File: config.mk
export PLATFORM = sky130hd
export DESIGN_NAME = hpt_mem_front
export DESIGN_NICKNAME = d
export VERILOG_FILES = /design/src/rtl/hpt_pkg.sv /design/src/rtl/hpt_arbiter.sv /design/src/rtl/hpt_regfile.sv /design/src/rtl/hpt_busdrv.sv /design/src/rtl/hpt_mem_front.sv
export SDC_FILE = /design/constraint.sdc
export NUM_CORES = 1
export LEC_CHECK = 0
export BUFFER_PORTS_ARGS = -buffer_cell sky130_fd_sc_hd__buf_4
export CORE_MARGIN = 2
export CORE_UTILIZATION = 40
export CTS_CLUSTER_DIAMETER = 200
export CTS_CLUSTER_SIZE = 40
export DETAILED_ROUTE_END_ITERATION = 10
export PLACE_DENSITY_LB_ADDON = 0.12
export SLEW_MARGIN = 20
export SYNTH_ARGS = -nofsm -noshare
export SYNTH_HDL_FRONTEND = slang
export SYNTH_SLANG_ARGS = --single-unit
File: constraint.sdc
create_clock -name clk -period 1.64 [get_ports clk]
set_clock_uncertainty 0.15 [all_clocks]
set_input_delay 0.328 -clock clk [delete_from_list [all_inputs] [get_ports clk]]
set_output_delay 0.328 -clock clk [all_outputs]
set_load 0.03 [all_outputs]
File: src/rtl/hpt_pkg.sv
`timescale 1ns/1ps
package hpt_pkg;
   typedef enum logic [1:0] {OWN_IDLE, OWN_HOST, OWN_ENG} own_e;
   localparam logic [1:0] SEL_SYS  = 2'd0;  // read: status; write: control
   localparam logic [1:0] SEL_LCW  = 2'd1;  // read: last command; write: soft reset
   localparam logic [1:0] SEL_LCS  = 2'd2;  // read: status snapshot
endpackage

File: src/rtl/hpt_arbiter.sv
`timescale 1ns/1ps
module hpt_arbiter
   import hpt_pkg::*;
(
   input  logic clk,
   input  logic rst,
   input  logic host_cs,
   input  logic eng_req,
   output logic gnt,
   output own_e owner,
   output logic viol
);
   always_comb begin
      if (gnt)          owner = OWN_ENG;
      else if (host_cs) owner = OWN_HOST;
      else              owner = OWN_IDLE;
   end

   always_ff @(posedge clk) begin
      if (rst) begin
         gnt  <= 1'b0;
         viol <= 1'b0;
      end else begin
         gnt  <= gnt ? eng_req : (eng_req & ~host_cs);
         viol <= gnt & host_cs;
      end
   end
endmodule

File: src/rtl/hpt_regfile.sv
`timescale 1ns/1ps
module hpt_regfile
   import hpt_pkg::*;
#(
   parameter int DW = 16,
   parameter int CW = 8,
   parameter int SW = 8
) (
   input  logic          clk,
   input  logic          rst,
   input  logic          acc_en,
   input  logic          acc_rd,
   input  logic [1:0]    acc_sel,
   input  logic [CW-1:0] wdata,
   input  logic [DW-1:0] status_in,
   input  logic          cmd_stb,
   input  logic [DW-1:0] cmd_word,
   output logic [CW-1:0] ctrl_q,
   output logic [DW-1:0] rdata
);
   logic [DW-1:0] lcw_q;
   logic [SW-1:0] lcs_q;
   logic [DW-1:0] lcs_ext;
   logic          wr_ctl, wr_srst;

   assign wr_ctl  = acc_en & ~acc_rd & (acc_sel == SEL_SYS);
   assign wr_srst = acc_en & ~acc_rd & (acc_sel == SEL_LCW);

   generate
      if (SW < DW) begin : g_pad
         assign lcs_ext = {{(DW-SW){1'b0}}, lcs_q};
      end else begin : g_full
         assign lcs_ext = lcs_q;
      end
   endgenerate

   always_ff @(posedge clk) begin
      if (rst || wr_srst) begin
         ctrl_q <= '0;
         lcw_q  <= '0;
         lcs_q  <= '0;
      end else begin
         if (wr_ctl) ctrl_q <= wdata;
         if (cmd_stb) begin
            lcw_q <= cmd_word;
            lcs_q <= status_in[SW-1:0];
         end
      end
   end

   always_comb begin
      case (acc_sel)
         SEL_SYS: rdata = status_in;
         SEL_LCW: rdata = lcw_q;
         SEL_LCS: rdata = lcs_ext;
         default: rdata = '0;
      endcase
   end
endmodule

File: src/rtl/hpt_busdrv.sv
`timescale 1ns/1ps
module hpt_busdrv
   import hpt_pkg::*;
#(
   parameter int AW = 11,
   parameter int DW = 16
) (
   input  logic          clk,
   input  logic          rst,
   input  own_e          owner,
   input  logic          host_cs,
   input  logic          host_reg_sel,
   input  logic          host_rd,
   input  logic [AW-1:0] host_addr,
   input  logic [DW-1:0] reg_rdata,
   input  logic          eng_cs,
   input  logic          eng_rd,
   input  logic [AW-1:0] eng_addr,
   input  logic          eng_rb,
   input  logic [DW-1:0] eng_rb_data,
   output logic [AW-1:0] ram_addr,
   output logic          ram_cs,
   output logic          ram_rd,
   output logic [DW-1:0] dout,
   output logic          doe
);
   always_ff @(posedge clk) begin
      if (rst) begin
         ram_addr <= '0;
         ram_cs   <= 1'b0;
         ram_rd   <= 1'b1;
         dout     <= '0;
         doe      <= 1'b0;
      end else begin
         case (owner)
            OWN_HOST: begin
               ram_cs <= ~host_reg_sel;
               ram_rd <= host_reg_sel | host_rd;
               if (!host_reg_sel) ram_addr <= host_addr;
               doe  <= host_reg_sel & host_rd;
               dout <= (host_reg_sel & host_rd) ? reg_rdata : '0;
            end
            OWN_ENG: begin
               ram_cs   <= eng_cs;
               ram_rd   <= eng_rd;
               ram_addr <= eng_addr;
               doe      <= eng_rb & ~host_cs;
               dout     <= (eng_rb & ~host_cs) ? eng_rb_data : '0;
            end
            default: begin
               ram_cs <= 1'b0;
               ram_rd <= 1'b1;
               doe    <= 1'b0;
               dout   <= '0;
            end
         endcase
      end
   end
endmodule

File: src/rtl/hpt_mem_front.sv
`timescale 1ns/1ps
module hpt_mem_front
   import hpt_pkg::*;
#(
   parameter int AW = 11,
   parameter int DW = 16,
   parameter int CW = 8,
   parameter int SW = 8
) (
   input  logic          clk,
   input  logic          rst,
   input  logic          host_cs,
   input  logic          host_reg_sel,
   input  logic          host_rd,
   input  logic [AW-1:0] host_addr,
   input  logic [DW-1:0] host_din,
   output logic [DW-1:0] host_dout,
   output logic          host_doe,
   input  logic [DW-1:0] status_in,
   input  logic          cmd_stb,
   input  logic [DW-1:0] cmd_word,
   input  logic          eng_req,
   input  logic          eng_cs,
   input  logic          eng_rd,
   input  logic [AW-1:0] eng_addr,
   input  logic          eng_rb,
   input  logic [DW-1:0] eng_rb_data,
   output logic          eng_gnt,
   output logic [AW-1:0] ram_addr,
   output logic          ram_cs,
   output logic          ram_rd,
   output logic [CW-1:0] ctrl_bits,
   output logic          viol
);
   generate
      if (CW > DW) begin : g_bad_cw
         $error("control width exceeds data width");
      end
      if (SW > DW) begin : g_bad_sw
         $error("snapshot width exceeds data width");
      end
      if (AW < 2) begin : g_bad_aw
         $error("address needs at least two bits for register decode");
      end
   endgenerate

   own_e          owner;
   logic          reg_en;
   logic [DW-1:0] reg_rdata;

   assign reg_en = (owner == OWN_HOST) & host_reg_sel;

   hpt_arbiter u_arb (
      .clk(clk), .rst(rst), .host_cs(host_cs), .eng_req(eng_req),
      .gnt(eng_gnt), .owner(owner), .viol(viol)
   );

   hpt_regfile #(.DW(DW), .CW(CW), .SW(SW)) u_regs (
      .clk(clk), .rst(rst), .acc_en(reg_en), .acc_rd(host_rd),
      .acc_sel(host_addr[1:0]), .wdata(host_din[CW-1:0]),
      .status_in(status_in), .cmd_stb(cmd_stb), .cmd_word(cmd_word),
      .ctrl_q(ctrl_bits), .rdata(reg_rdata)
   );

   hpt_busdrv #(.AW(AW), .DW(DW)) u_bus (
      .clk(clk), .rst(rst), .owner(owner), .host_cs(host_cs),
      .host_reg_sel(host_reg_sel), .host_rd(host_rd), .host_addr(host_addr),
      .reg_rdata(reg_rdata), .eng_cs(eng_cs), .eng_rd(eng_rd),
      .eng_addr(eng_addr), .eng_rb(eng_rb), .eng_rb_data(eng_rb_data),
      .ram_addr(ram_addr), .ram_cs(ram_cs), .ram_rd(ram_rd),
      .dout(host_dout), .doe(host_doe)
   );
endmodule

==> results of run 1 <==
==> layer usage <==
metal  track usage, %  up-vias  part of all wire (%)
li1                 -     1249                     -
met5                0        -                     0
met4             7.20        0                   1.4
met2             28.1       84                    46
met1             23.3     1112                    46
met3             4.56       10                   6.9
==> worst max-delay path, stage by stage, from the launching register on <==
cell,delay [ns]
sky130_fd_sc_hd__dfxtp_4,0.39
sky130_fd_sc_hd__buf_8,0.18
sky130_fd_sc_hd__buf_4,0.18
==> stage by stage <==
step           std cells  setup WS [ns]  hold slack (ns)  setup TNS (ns)
2_1_floorplan        270         0.0326            0.304               0
3_3_place_gp         493        0.00442            0.318               0
3_5_place_dp         493       -0.00192            0.331        -0.00192
4_1_cts              508         0.0115           0.0276               0
5_1_grt              508         0.0187           0.0378               0
6_report             508         0.0776           0.0479               0
==> synth_stat cells <==
master,instances,area [sq um]
sky130_fd_sc_hd__buf_12,2,40.0
sky130_fd_sc_hd__nor4bb_4,1,25.0
sky130_fd_sc_hd__nand3_1,8,40.0
sky130_fd_sc_hd__o2bb2ai_1,8,70.1
sky130_fd_sc_hd__dfxtp_1,64,1280
sky130_fd_sc_hd__a21oi_1,4,20.0
sky130_fd_sc_hd__a22o_1,8,70.1
sky130_fd_sc_hd__a211oi_1,1,7.51
sky130_fd_sc_hd__a211oi_2,10,125
sky130_fd_sc_hd__and4bb_2,1,12.5
sky130_fd_sc_hd__o21bai_4,1,18.8
sky130_fd_sc_hd__nand4bb_1,1,11.3
sky130_fd_sc_hd__a211oi_4,1,20.0
sky130_fd_sc_hd__nor2_4,20,225
sky130_fd_sc_hd__and3b_1,1,8.76
sky130_fd_sc_hd__nor2b_1,4,25.0
sky130_fd_sc_hd__buf_4,1,7.51
sky130_fd_sc_hd__or2_1,1,6.26
sky130_fd_sc_hd__nor2_1,10,37.5
sky130_fd_sc_hd__mux2i_1,52,521
sky130_fd_sc_hd__o32a_1,8,80.1
sky130_fd_sc_hd__nor2_2,5,31.3
sky130_fd_sc_hd__or2_2,2,12.5
sky130_fd_sc_hd__o21ai_0,8,40.0
sky130_fd_sc_hd__buf_2,10,50.1
sky130_fd_sc_hd__clkbuf_1,4,15.0
sky130_fd_sc_hd__a21oi_2,6,52.6
sky130_fd_sc_hd__inv_1,8,30.0
sky130_fd_sc_hd__nand4b_4,1,23.8
sky130_fd_sc_hd__buf_6,5,56.3
sky130_fd_sc_hd__nor3b_1,1,7.51
sky130_fd_sc_hd__a21o_4,1,15.0
sky130_fd_sc_hd__nand3b_2,1,11.3
sky130_fd_sc_hd__nor3_1,11,55.1
==> what timing repair did <==
action,4_1_cts,5_1_grt
hold buffers,0,0
pin swaps,0,0
endpoints found under the setup margin,10,8
hold endpoints to repair,0,0
buffers inserted,0,0
gates cloned,0,0
gates resized for setup,3,1
==> power by group through the flow <==
stage	clock network, mW	registers, mW	logic (mW)
after floorplan	0	1.76	0.357
after global placement	0	1.69	0.711
after detailed placement	0	1.70	0.719
after CTS	1.35	1.66	0.722
after global routing	1.41	1.67	0.771
final	1.30	1.66	0.712
==> cells in the final DEF, fill, tap and decap left out, drive strengths merged, types with 3 or more instances in the layout <==
master     n
a211oi    12
a21oi     10
a22o       8
buf      146
clkbuf    11
clkinv     3
dfxtp     64
inv        8
mux2i     52
nand3      8
nor2      35
nor2b      4
nor3      11
o21ai      8
o2bb2ai    8
o32a       8
or2        3
==> logic make-up after synthesis <==
family,share of synthesized area [%]
multiplexers,17.0
AND/OR/NAND/NOR,17.5
AO/OA/AOI/OAI,17.0
flip-flops,42.0
buffers and inverters,6.52
==> path summary, 6_finish.rpt <==
path                                       start           endpoint
worst min-delay path                         rst          u_bus.doe
worst min register to register  u_regs.ctrl_q[0]   u_regs.ctrl_q[0]
worst max-delay path                   u_arb.gnt            eng_gnt
worst max register to register         u_arb.gnt  u_bus.ram_addr[0]
==> registers in the layout, indices dropped and copies added, names as in the netlist <==
signal / cells
u_arb.gnt: 1
u_arb.viol: 1
u_bus.dout: 16
u_bus.ram_rd: 1
u_regs.ctrl_q: 8
u_regs.lcw_q: 16
u_regs.lcs_q: 8
u_bus.doe: 1
u_bus.ram_addr: 11
u_bus.ram_cs: 1
==> final cells by class <==
cell class | instances | area [sq um] | share of cell area, %
Multi-Input combinational cell | 176 | 1570 | 36.2
Sequential cell | 64 | 1280 | 29.6
Timing Repair Buffer | 146 | 1140 | 26.3
Clock buffer | 11 | 141 | 3.26
Tap cell | 99 | 124 | 2.85
Clock inverter | 4 | 45.0 | 1.04
Inverter | 8 | 30.0 | 0.692
==> load_flow_metrics.sql, run 1 <==
INSERT INTO impl_metrics (metric_group, metric, value, unit) VALUES
('global_route', 'grt_antenna_before_repair', '0', ''),
('critical_path', 'timing.critical_path.from_type', 'register', ''),
('die', 'core', '7330', 'sq um'),
('sta', 'hold_viol', '0', ''),
('sta', 'setup_violations', '0', ''),
('drt', 'drtPass1Iterations', '4', ''),
('sta', 'timing.fmax', '640', 'MHz'),
('finish', 'area.growth.synth_to_final', '42.1', '%'),
('clocking', 'cts.clk_slew.worst_paths', '0.07', 'ns'),
('placement', 'dp.final_hpwl', '5.38', 'mm'),
('worst_hold_path', 'worstHoldPathType', 'input port to register', ''),
('power', 'clock_power_share', '35.5', '%'),
('critical_path', 'critical_path_fanouts_max', '18', ''),
('global_route', 'grt_max_degree', '25', ''),
('status', 'status', 'completed', ''),
('critical_path', 'worst-r2r-cell-count', '3', ''),
('critical_path', 'timing.setup.critical_path_class', 'register to output pin', ''),
('synth', 'synth-warning-count', '0', ''),
('synth', 'synth_cells', '270', ''),
('die', 'chipWidth', '91.4', 'microns'),
('die', 'floorplan.die.height', '91.4', 'microns'),
('sta', 'grt_setup_unrepaired', 'no', ''),
('critical_path', 'critPathCaptureType', 'output pin', ''),
('synth', 'seq_area_frac_synth', '42.0', '%'),
('placement', 'placed_area', '4140', 'sq um'),
('finish', 'drive_gt1_share', '51.6', '%'),
('sta', 'final.period_utilization', '95.3', '%'),
('die', 'ios', '136', ''),
('clocking', 'cts-htree-levels', '3', ''),
('drt', 'post_drt_via_cell_ratio', '4.83', ''),
('clocking', 'cts_num_sinks', '64', ''),
('critical_path', 'worst_ep_arrival_time', '1.08', 'ns'),
('clocking', 'worstSkewPairLatency', '0.33', 'ns'),
('drt', 'iter_0_drt_violations', '39', ''),
('die', 'row_count', '31', ''),
('clocking', 'cts_tree', 'built', ''),
('drt', 'finalWirelength', '7.26', 'mm'),
('critical_path', 'worstPathRequired', '1.16', 'ns'),
('power', 'pwr_density_cell', '847', 'nW/um^2'),
('clocking', 'cts-buffers-inserted', '9', ''),
('global_route', 'number_of_global_route_vias_before_repair', '2503', ''),
('power', 'power.share.switching', '26.2', '%'),
('global_route', 'grt.total_usage', '17.9', '%'),
('synth', 'mappedNetlistArea', '3050', 'sq um'),
('job', 'timing.max_cap.violations', '0', ''),
('clocking', 'ctsRootBufferMaster', 'sky130_fd_sc_hd__clkbuf_8', ''),
('synth', 'syn_nets', '366', ''),
('sta', 'report.final.slew_viol_count', '0', ''),
('finish', 'utilization', '59.2', '%'),
('die', 'fp.dieArea', '8350', 'sq um'),
('finish', 'insertedDiodeCount', '0', ''),
('finish', 'nNetsFinal', '501', ''),
('placement', 'gp_congestion', '0.761', ''),
('synth', 'netlist-cell-type-count', '34', ''),
('sta', 'relSlewSlack', '62.8', '%'),
('power', 'p_seq_share', '45.2', '%'),
('drt', 'avgRoutedWirePerCell', '14.3', 'microns'),
('power', 'p_sw', '0.962', 'mW'),
('drt', 'remaining_drc_errors', '0', ''),
('power', 'power', '3.68', 'mW'),
('power', 'power_frac_comb', '19.4', '%'),
('finish', 'fill_cells', '646', ''),
('finish', 'layout.cell_area.non_filler', '4340', 'sq um'),
('power', 'intPower', '2.71', 'mW'),
('sta', 'finalWorstPathRequiredPeriod', '1.56', 'ns'),
('die', 'starting_density_of_the_core', '41.6', '%'),
('critical_path', 'setup.reg_to_reg.worst_slack', '0.13', 'ns'),
('synth', 'synthesis.area_per_instance', '11.3', 'sq um'),
('power', 'power.ir.vdd_worst', '467', 'uV'),
('drt', 'detail-route-antenna-nets', '0', ''),
('global_route', 'grt_first_pass_wirelength', '11.9', 'mm'),
('sta', 'max_slew.worst_pin.slew', '0.558', 'ns'),
('worst_hold_path', 'hold_path_depth', '2', ''),
('drt', 'detailroute.via_count', '2455', ''),
('clocking', 'ctsLongestPathBuffers', '2', ''),
('power', 'static-leakage-power', '1.91', 'nW'),
('global_route', 'gr-total-overflow', '0', ''),
('synth', 'yosys_register_bits', '64', ''),
('placement', 'place.port_buffers', '127', '');
(Power assumes the default switching activity.)
==> inputs of run 2 (changes only) <==
- CORE_ASPECT_RATIO: unset -> 0.6
- SYNTH_HIERARCHICAL: unset -> 1
==> load_flow_metrics.sql, run 2 <==
INSERT INTO impl_metrics (metric_group, metric, value, unit) VALUES
('power', 'clock_power_share', '42.7', '%'),
('die', 'floorplan.die.height', '69.8', 'microns'),
('sta', 'final_critical_path_setup_slack', '-0.0804', 'ns'),
('placement', 'place.port_buffers', '127', ''),
('clocking', 'cts-htree-levels', '3', ''),
('finish', 'drive_gt1_share', '50.6', '%'),
('synth', 'postSynth.topFlopCell', 'sky130_fd_sc_hd__dfxtp_1', ''),
('clocking', 'cts.clk_slew.worst_paths', '0.05', 'ns'),
('synth', 'netlist-cell-type-count', '30', ''),
('power', 'power_frac_comb', '17.2', '%'),
('synth', 'synth_top_cells_by_area', 'sky130_fd_sc_hd__dfxtp_1, sky130_fd_sc_hd__mux2i_1, sky130_fd_sc_hd__nor2_1, sky130_fd_sc_hd__a211oi_2, sky130_fd_sc_hd__a22oi_1', ''),
('clocking', 'cts_tree', 'built', ''),
('synth', 'synth-warning-count', '6', ''),
('synth', 'synth-async-reset-ratio', '0', '%'),
('die', 'starting_density_of_the_core', '42.3', '%'),
('critical_path', 'crit_path_cell_trace', 'buf_4, and3b_2, or4b_4, nand2_1, a21oi_2', ''),
('synth', 'synthesis.area_per_instance', '9.75', 'sq um'),
('sta', 'final.period_utilization', '105', '%'),
('sta', 'max_slew.worst_pin.slew', '0.489', 'ns'),
('global_route', 'grt.total_usage', '21.1', '%'),
('global_route', 'grt_first_pass_wirelength', '12.9', 'mm'),
('placement', 'place.detailed.instances', '504', ''),
('drt', 'post_drt_via_cell_ratio', '4.93', ''),
('die', 'ios', '136', ''),
('clocking', 'ctsRootBufferMaster', 'sky130_fd_sc_hd__clkbuf_16', ''),
('placement', 'dp.final_hpwl', '5.98', 'mm'),
('synth', 'mappedNetlistArea', '2890', 'sq um'),
('drt', 'detail-route-antenna-nets', '0', ''),
('power', 'static-leakage-power', '1.99', 'nW'),
('critical_path', 'worst_ep_arrival_time', '1.77', 'ns'),
('critical_path', 'timing.critical_path.from_type', 'register', ''),
('finish', 'utilization', '66.2', '%'),
('clocking', 'cts_num_sinks', '64', ''),
('synth', 'synth_edf_count', '0', ''),
('drt', 'finalWirelength', '8.56', 'mm'),
('power', 'p_sw', '1.05', 'mW'),
('global_route', 'gr-total-overflow', '0', ''),
('status', 'status', 'finished with violations', ''),
('finish', 'insertedDiodeCount', '0', ''),
('clocking', 'cts-buffers-inserted', '9', ''),
('finish', 'final_common_cell', 'sky130_fd_sc_hd__buf_4', ''),
('power', 'power.ir.vdd_worst', '744', 'uV'),
('placement', 'gp_congestion', '0.743', ''),
('sta', 'fin_tns_setup', '-1.03', 'ns'),
('power', 'p_seq_share', '40.2', '%'),
('global_route', 'grt_max_degree', '25', ''),
('drt', 'avgRoutedWirePerCell', '16.1', 'microns'),
('finish', 'reg_top3', 'u_bus/dout (16), u_regs/lcw_q (16), u_bus/ram_addr (11)', ''),
('synth', 'syn_nets', '396', ''),
('sta', 'grt_setup_unrepaired', 'yes', ''),
('critical_path', 'critPathTopFamily', 'simple AND/OR/NAND/NOR gates', ''),
('global_route', 'grt_antenna_before_repair', '0', ''),
('drt', 'drtPass1Iterations', '4', ''),
('sta', 'timing.fmax', '581', 'MHz'),
('global_route', 'number_of_global_route_vias_before_repair', '2505', ''),
('die', 'core', '6820', 'sq um'),
('synth', 'synth_cells', '296', ''),
('critical_path', 'critPathCaptureType', 'register', ''),
('drt', 'remaining_drc_errors', '0', ''),
('power', 'pwr_density_cell', '916', 'nW/um^2'),
('status', 'failed_checks', 'setup timing', ''),
('die', 'chipWidth', '114', 'microns'),
('synth', 'yosys.area.top_type_share', '44.4', '%'),
('synth', 'seq_area_frac_synth', '44.4', '%'),
('power', 'power.share.switching', '25.4', '%'),
('drt', 'iter_0_drt_violations', '160', ''),
('clocking', 'ctsLongestPathBuffers', '2', ''),
('critical_path', 'timing.setup.critical_path_class', 'register to register', ''),
('finish', 'final-instance-count-excl-fill', '530', ''),
('sta', 'relSlewSlack', '67.1', '%'),
('job', 'timing.max_cap.violations', '0', ''),
('finish', 'multi_input_comb_area', '1620', 'sq um'),
('clocking', 'worstSkewPairLatency', '0.32', 'ns'),
('finish', 'fill_cells', '546', ''),
('die', 'fp.dieArea', '7930', 'sq um'),
('sta', 'report.final.slew_viol_count', '0', ''),
('critical_path', 'buffers_inverters_on_critical_path', '1', ''),
('synth', 'post-synth-top-count-cell', 'sky130_fd_sc_hd__dfxtp_1', ''),
('die', 'row_count', '23', ''),
('finish', 'final_cell_mix', 'sky130_fd_sc_hd__buf_4, sky130_fd_sc_hd__dfxtp_1, sky130_fd_sc_hd__mux2i_1, sky130_fd_sc_hd__nor2_1, sky130_fd_sc_hd__nand2_1', ''),
('synth', 'yosys-top-cells-count', 'sky130_fd_sc_hd__dfxtp_1, sky130_fd_sc_hd__mux2i_1, sky130_fd_sc_hd__nor2_1, sky130_fd_sc_hd__nand2_1, sky130_fd_sc_hd__a22oi_1', ''),
('finish', 'nNetsFinal', '538', ''),
('sta', 'finalWorstPathRequiredPeriod', '1.72', 'ns'),
('finish', 'area.growth.synth_to_final', '56.5', '%'),
('critical_path', 'critical_path_fanouts_max', '8', ''),
('sta', 'hold_viol', '0', ''),
('synth', 'synthDominantAreaCellType', 'sky130_fd_sc_hd__dfxtp_1', ''),
('critical_path', 'cp_slowest_stage_delay', '0.55', 'ns'),
('finish', 'seqCellArea', '1280', 'sq um'),
('worst_hold_path', 'worstHoldPathType', 'input port to register', ''),
('drt', 'detailroute.via_count', '2613', ''),
('synth', 'yosys_register_bits', '64', ''),
('sta', 'setup_violations', '27', ''),
('critical_path', 'worstPathRequired', '1.69', 'ns'),
('power', 'intPower', '3.09', 'mW'),
('critical_path', 'cpMaxStageDelayCell', 'sky130_fd_sc_hd__or4b_4', '');
-- run 2: cell count changes after synthesis, moves of 15 or more --
| cell | delta |
|---|---|
| sky130_fd_sc_hd__nand2_1 | +28 |
| sky130_fd_sc_hd__a22oi_1 | +15 |
| sky130_fd_sc_hd__nor2_4 | -20 |
| sky130_fd_sc_hd__nor2_1 | +39 |
-- run 2: area by class of cell --
cell class / instances / area share [%]
clock buffers: 11 / 5.62
clock inverters: 5 / 0.665
inverters: 3 / 0.249
multi-input cells: 207 / 35.9
flip-flops and latches: 64 / 28.5
well taps: 87 / 2.41
repair buffers: 153 / 26.7
-- run 2: logic make-up (layout without fill, tap and decap cells) --
logic type               Yosys count  in the layout  synth area share (%)
AND/OR/NAND/NOR                  102            103                  17.0
flip-flops                        64             64                  44.4
multiplexers                      51             51                  17.7
AO/OA/AOI/OAI                     48             49                  12.8
buffers and inverters             27            172                  6.42
adder cells (fa/ha/maj)            4              4                  1.73
-- run 2: routing by layer --
metal | track usage [%] | part of all wire, % | routed length (microns) | up-vias
met3 | 6.29 | 7.9 | 674 | 4
li1 | - | - | - | 1307
met2 | 29.9 | 41 | 3480 | 95
met1 | 31.3 | 51 | 4360 | 1207
met4 | 4.61 | 0.47 | 40 | 0
met5 | 0 | 0 | 0 | -
-- run 2: power by group through the flow --
stage / Clock [mW] / Combinational (mW) / Sequential (mW)
2_1_floorplan: 0 / 0.302 / 1.75
3_3_place_gp: 0 / 0.631 / 1.69
3_5_place_dp: 0 / 0.639 / 1.69
4_1_cts: 1.80 / 0.674 / 1.66
5_1_grt: 1.89 / 0.760 / 1.67
6_report: 1.77 / 0.710 / 1.66
-- run 2: worst reg2reg max path, delay by kind of cell (launching register included) --
kind / cells / cell delay [ns]
buffers and inverters: 1 / 0.14
AOI/OAI and AO/OA: 1 / 0.05
DFF: 1 / 0.35
and+or+nand+nor: 3 / 0.91
-- run 2: worst paths after layout --
path	endpoint	cells after the start	slack [ns]	startpoint
hold reg to reg	u_regs/ctrl_q[4]	2	0.31	u_regs/ctrl_q[4]
setup / recovery	u_regs/ctrl_q[3]	5	-0.08	u_arb/gnt
setup reg to reg	u_regs/ctrl_q[3]	5	-0.08	u_arb/gnt
hold / removal	u_bus/ram_rd	3	0.09	eng_rd
-- run 2: repair_timing --
item | 4_1_cts | 5_1_grt
gates cloned | 3 | 1
hold buffers | 0 | 0
gates resized for setup | 21 | 23
buffers inserted | 3 | 3
pin swaps | 17 | 10
setup endpoints to repair | 61 | 47
-- run 2: stage by stage --
step / hold slack, ns / cell area, sq um / setup slack (ns) / power (mW)
floorplan: 0.238 / 2920 / -0.0787 / 2.05
global placement: 0.288 / 3930 / -0.155 / 2.32
detailed placement: 0.298 / 3930 / -0.166 / 2.33
CTS: 0.0705 / 4360 / -0.0802 / 4.14
global route: 0.0942 / 4520 / -0.127 / 4.32
finish: 0.0870 / 4520 / -0.0804 / 4.14
==> inputs of run 3 (changes only) <==
- clock period: 1.64 -> 2.2 ns (I/O delays scaled with it)
==> load_flow_metrics.sql, run 3 (same netlist as run 2, synthesis figures left out) <==
INSERT INTO impl_metrics (metric_group, metric, value, unit) VALUES
('global_route', 'grt_antenna_before_repair', '0', ''),
('critical_path', 'cpMaxStageDelayCell', 'sky130_fd_sc_hd__and3b_1', ''),
('die', 'row_count', '23', ''),
('clocking', 'cts_num_sinks', '64', ''),
('drt', 'remaining_drc_errors', '0', ''),
('global_route', 'number_of_global_route_vias_before_repair', '2508', ''),
('clocking', 'cts-htree-levels', '3', ''),
('global_route', 'grt_most_used_layer', 'met2', ''),
('critical_path', 'reg2reg_to', 'u_bus/dout[4]', ''),
('placement', 'place.port_buffers', '127', ''),
('finish', 'nNetsFinal', '514', ''),
('power', 'power.ir.vdd_worst', '416', 'uV'),
('sta', 'final.period_utilization', '92.3', '%'),
('critical_path', 'worst-r2r-cell-count', '6', ''),
('drt', 'avgRoutedWirePerCell', '15.8', 'microns'),
('drt', 'detailroute.via_count', '2541', ''),
('placement', 'gp_congestion', '0.712', ''),
('status', 'status', 'completed', ''),
('sta', 'relSlewSlack', '51.9', '%'),
('critical_path', 'critPathCaptureType', 'register', ''),
('sta', 'grt_setup_unrepaired', 'no', ''),
('critical_path', 'worst_ep_arrival_time', '2.13', 'ns'),
('drt', 'detail-route-antenna-nets', '0', ''),
('sta', 'setup_violations', '0', ''),
('die', 'starting_density_of_the_core', '42.3', '%'),
('finish', 'area.growth.synth_to_final', '42.3', '%'),
('critical_path', 'timing.setup.critical_path_class', 'register to register', ''),
('clocking', 'cts-buffers-inserted', '9', ''),
('clocking', 'cts.hold.buffers_added', '0', ''),
('finish', 'insertedDiodeCount', '0', ''),
('critical_path', 'crit_path_cell_trace', 'nor2b_4, inv_1, ha_1, and3b_1, a22oi_1, nor2_1', ''),
('sta', 'max_slew.worst_pin.slew', '0.721', 'ns'),
('die', 'fp.dieArea', '7930', 'sq um'),
('critical_path', 'worstPathRequired', '2.30', 'ns'),
('die', 'core', '6820', 'sq um'),
('job', 'timing.max_cap.violations', '0', ''),
('clocking', 'cts.clk_slew.worst_paths', '0.06', 'ns'),
('critical_path', 'startpoint', 'u_arb/gnt', ''),
('sta', 'finalWorstPathRequiredPeriod', '2.03', 'ns'),
('finish', 'final_cell_mix', 'sky130_fd_sc_hd__buf_4, sky130_fd_sc_hd__dfxtp_1, sky130_fd_sc_hd__mux2i_1, sky130_fd_sc_hd__nor2_1, sky130_fd_sc_hd__nand2_1', ''),
('global_route', 'grt_max_degree', '33', ''),
('die', 'floorplan.die.height', '69.8', 'microns'),
('clocking', 'worstSkewPairLatency', '0.32', 'ns'),
('worst_hold_path', 'worstHoldPathType', 'input port to register', ''),
('global_route', 'grt_first_pass_wirelength', '12.9', 'mm'),
('clocking', 'post-cts-setup-buffer-count', '0', ''),
('die', 'chipWidth', '114', 'microns'),
('power', 'static-leakage-power', '1.85', 'nW'),
('finish', 'utilization', '60.2', '%'),
('sta', 'final_critical_path_setup_slack', '0.169', 'ns'),
('critical_path', 'buffers_inverters_on_critical_path', '1', ''),
('sta', 'fin_tns_setup', '0', 'ns'),
('critical_path', 'cp_slowest_stage_delay', '0.64', 'ns'),
('clocking', 'cts_tree', 'built', ''),
('placement', 'dp.final_hpwl', '5.82', 'mm'),
('global_route', 'gr-total-overflow', '0', ''),
('global_route', 'grtUsageMet3', '7.60', '%'),
('placement', 'preCtsSetupSlack', '0.0668', 'ns'),
('sta', 'timing.fmax', '492', 'MHz'),
('drt', 'finalWirelength', '8.02', 'mm'),
('drt', 'iter_0_drt_violations', '99', ''),
('finish', 'final_common_cell', 'sky130_fd_sc_hd__buf_4', ''),
('critical_path', 'critical_path_fanouts_max', '17', ''),
('critical_path', 'setup.reg_to_reg.worst_slack', '0.17', 'ns'),
('clocking', 'ctsLongestPathBuffers', '2', ''),
('finish', 'drive_gt1_share', '39.1', '%'),
('sta', 'report.final.slew_viol_count', '0', ''),
('critical_path', 'setup.worst_path.end', 'u_bus/dout[4]', ''),
('finish', 'reg_top3', 'u_bus/dout (16), u_regs/lcw_q (16), u_bus/ram_addr (11)', ''),
('global_route', 'grt.total_usage', '20.7', '%'),
('global_route', 'gr-usage-met1', '28.5', '%'),
('critical_path', 'critPathTopFamily', 'simple AND/OR/NAND/NOR gates', ''),
('critical_path', 'timing.critical_path.from_type', 'register', ''),
('critical_path', 'worst-path-stages', '6', ''),
('die', 'ios', '136', ''),
('sta', 'hold_viol', '0', ''),
('clocking', 'cts_resized', '0', ''),
('critical_path', 'critical_path.reg2reg.startpoint', 'u_arb/gnt', ''),
('global_route', 'groute.layer.met2.usage', '30.8', '%'),
('drt', 'drtPass1Iterations', '4', ''),
('drt', 'post_drt_via_cell_ratio', '5.02', ''),
('power', 'pwr_density_cell', '752', 'nW/um^2'),
('clocking', 'ctsRootBufferMaster', 'sky130_fd_sc_hd__clkbuf_16', '');
-- run 3: where the power goes --
group	internal [mW]	leakage [nW]	switching, mW
clock	0.871	0.138	0.517
combinational	0.231	1.19	0.233
sequential	1.21	0.523	0.0264
-- run 3: worst register-to-register path: stages (launching register included) --
cell,delay (ns)
sky130_fd_sc_hd__dfxtp_1,0.49
sky130_fd_sc_hd__nor2b_4,0.09
sky130_fd_sc_hd__inv_1,0.09
sky130_fd_sc_hd__ha_1,0.17
sky130_fd_sc_hd__and3b_1,0.64
sky130_fd_sc_hd__a22oi_1,0.20
sky130_fd_sc_hd__nor2_1,0.14
-- run 3: cell type report --
type,instances,area (sq um)
Fill cell,608,2720
Multi-Input combinational cell,205,1420
Sequential cell,64,1280
Timing Repair Buffer,131,996
Clock buffer,10,229
Tap cell,87,109
Clock inverter,6,60.1
Inverter,3,11.3
-- run 3: metal layers --
metal	up-vias	wire, microns
met5	-	0
met4	0	44
met3	5	689
met2	89	3410
met1	1185	3880
li1	1262	-
-- run 3: stage by stage --
| stage | total power [mW] | instance area [sq um] | instances | hold WS (ns) |
|---|---|---|---|---|
| final | 3.09 | 4110 | 506 | 0.177 |
| after floorplan | 1.52 | 2890 | 296 | 0.310 |
| after detailed placement | 1.73 | 3820 | 490 | 0.300 |
| after global routing | 3.21 | 4110 | 506 | 0.197 |
| after global placement | 1.72 | 3820 | 490 | 0.294 |
| after CTS | 3.11 | 4110 | 506 | 0.169 |
-- run 3: how the worst min path moves through the flow --
stage | endpoint | slack [ns] | cells after the start | start
2_1_floorplan | u_regs/lcs_q[0] | 0.31 | 2 | u_regs/lcs_q[0]
3_3_place_gp | u_regs/ctrl_q[0] | 0.29 | 2 | u_regs/ctrl_q[0]
3_5_place_dp | u_regs/ctrl_q[1] | 0.30 | 2 | u_regs/ctrl_q[1]
4_1_cts | u_bus/ram_rd | 0.17 | 3 | eng_rd
5_1_grt | u_bus/ram_rd | 0.20 | 3 | eng_rd
6_report | u_bus/ram_rd | 0.18 | 3 | eng_rd
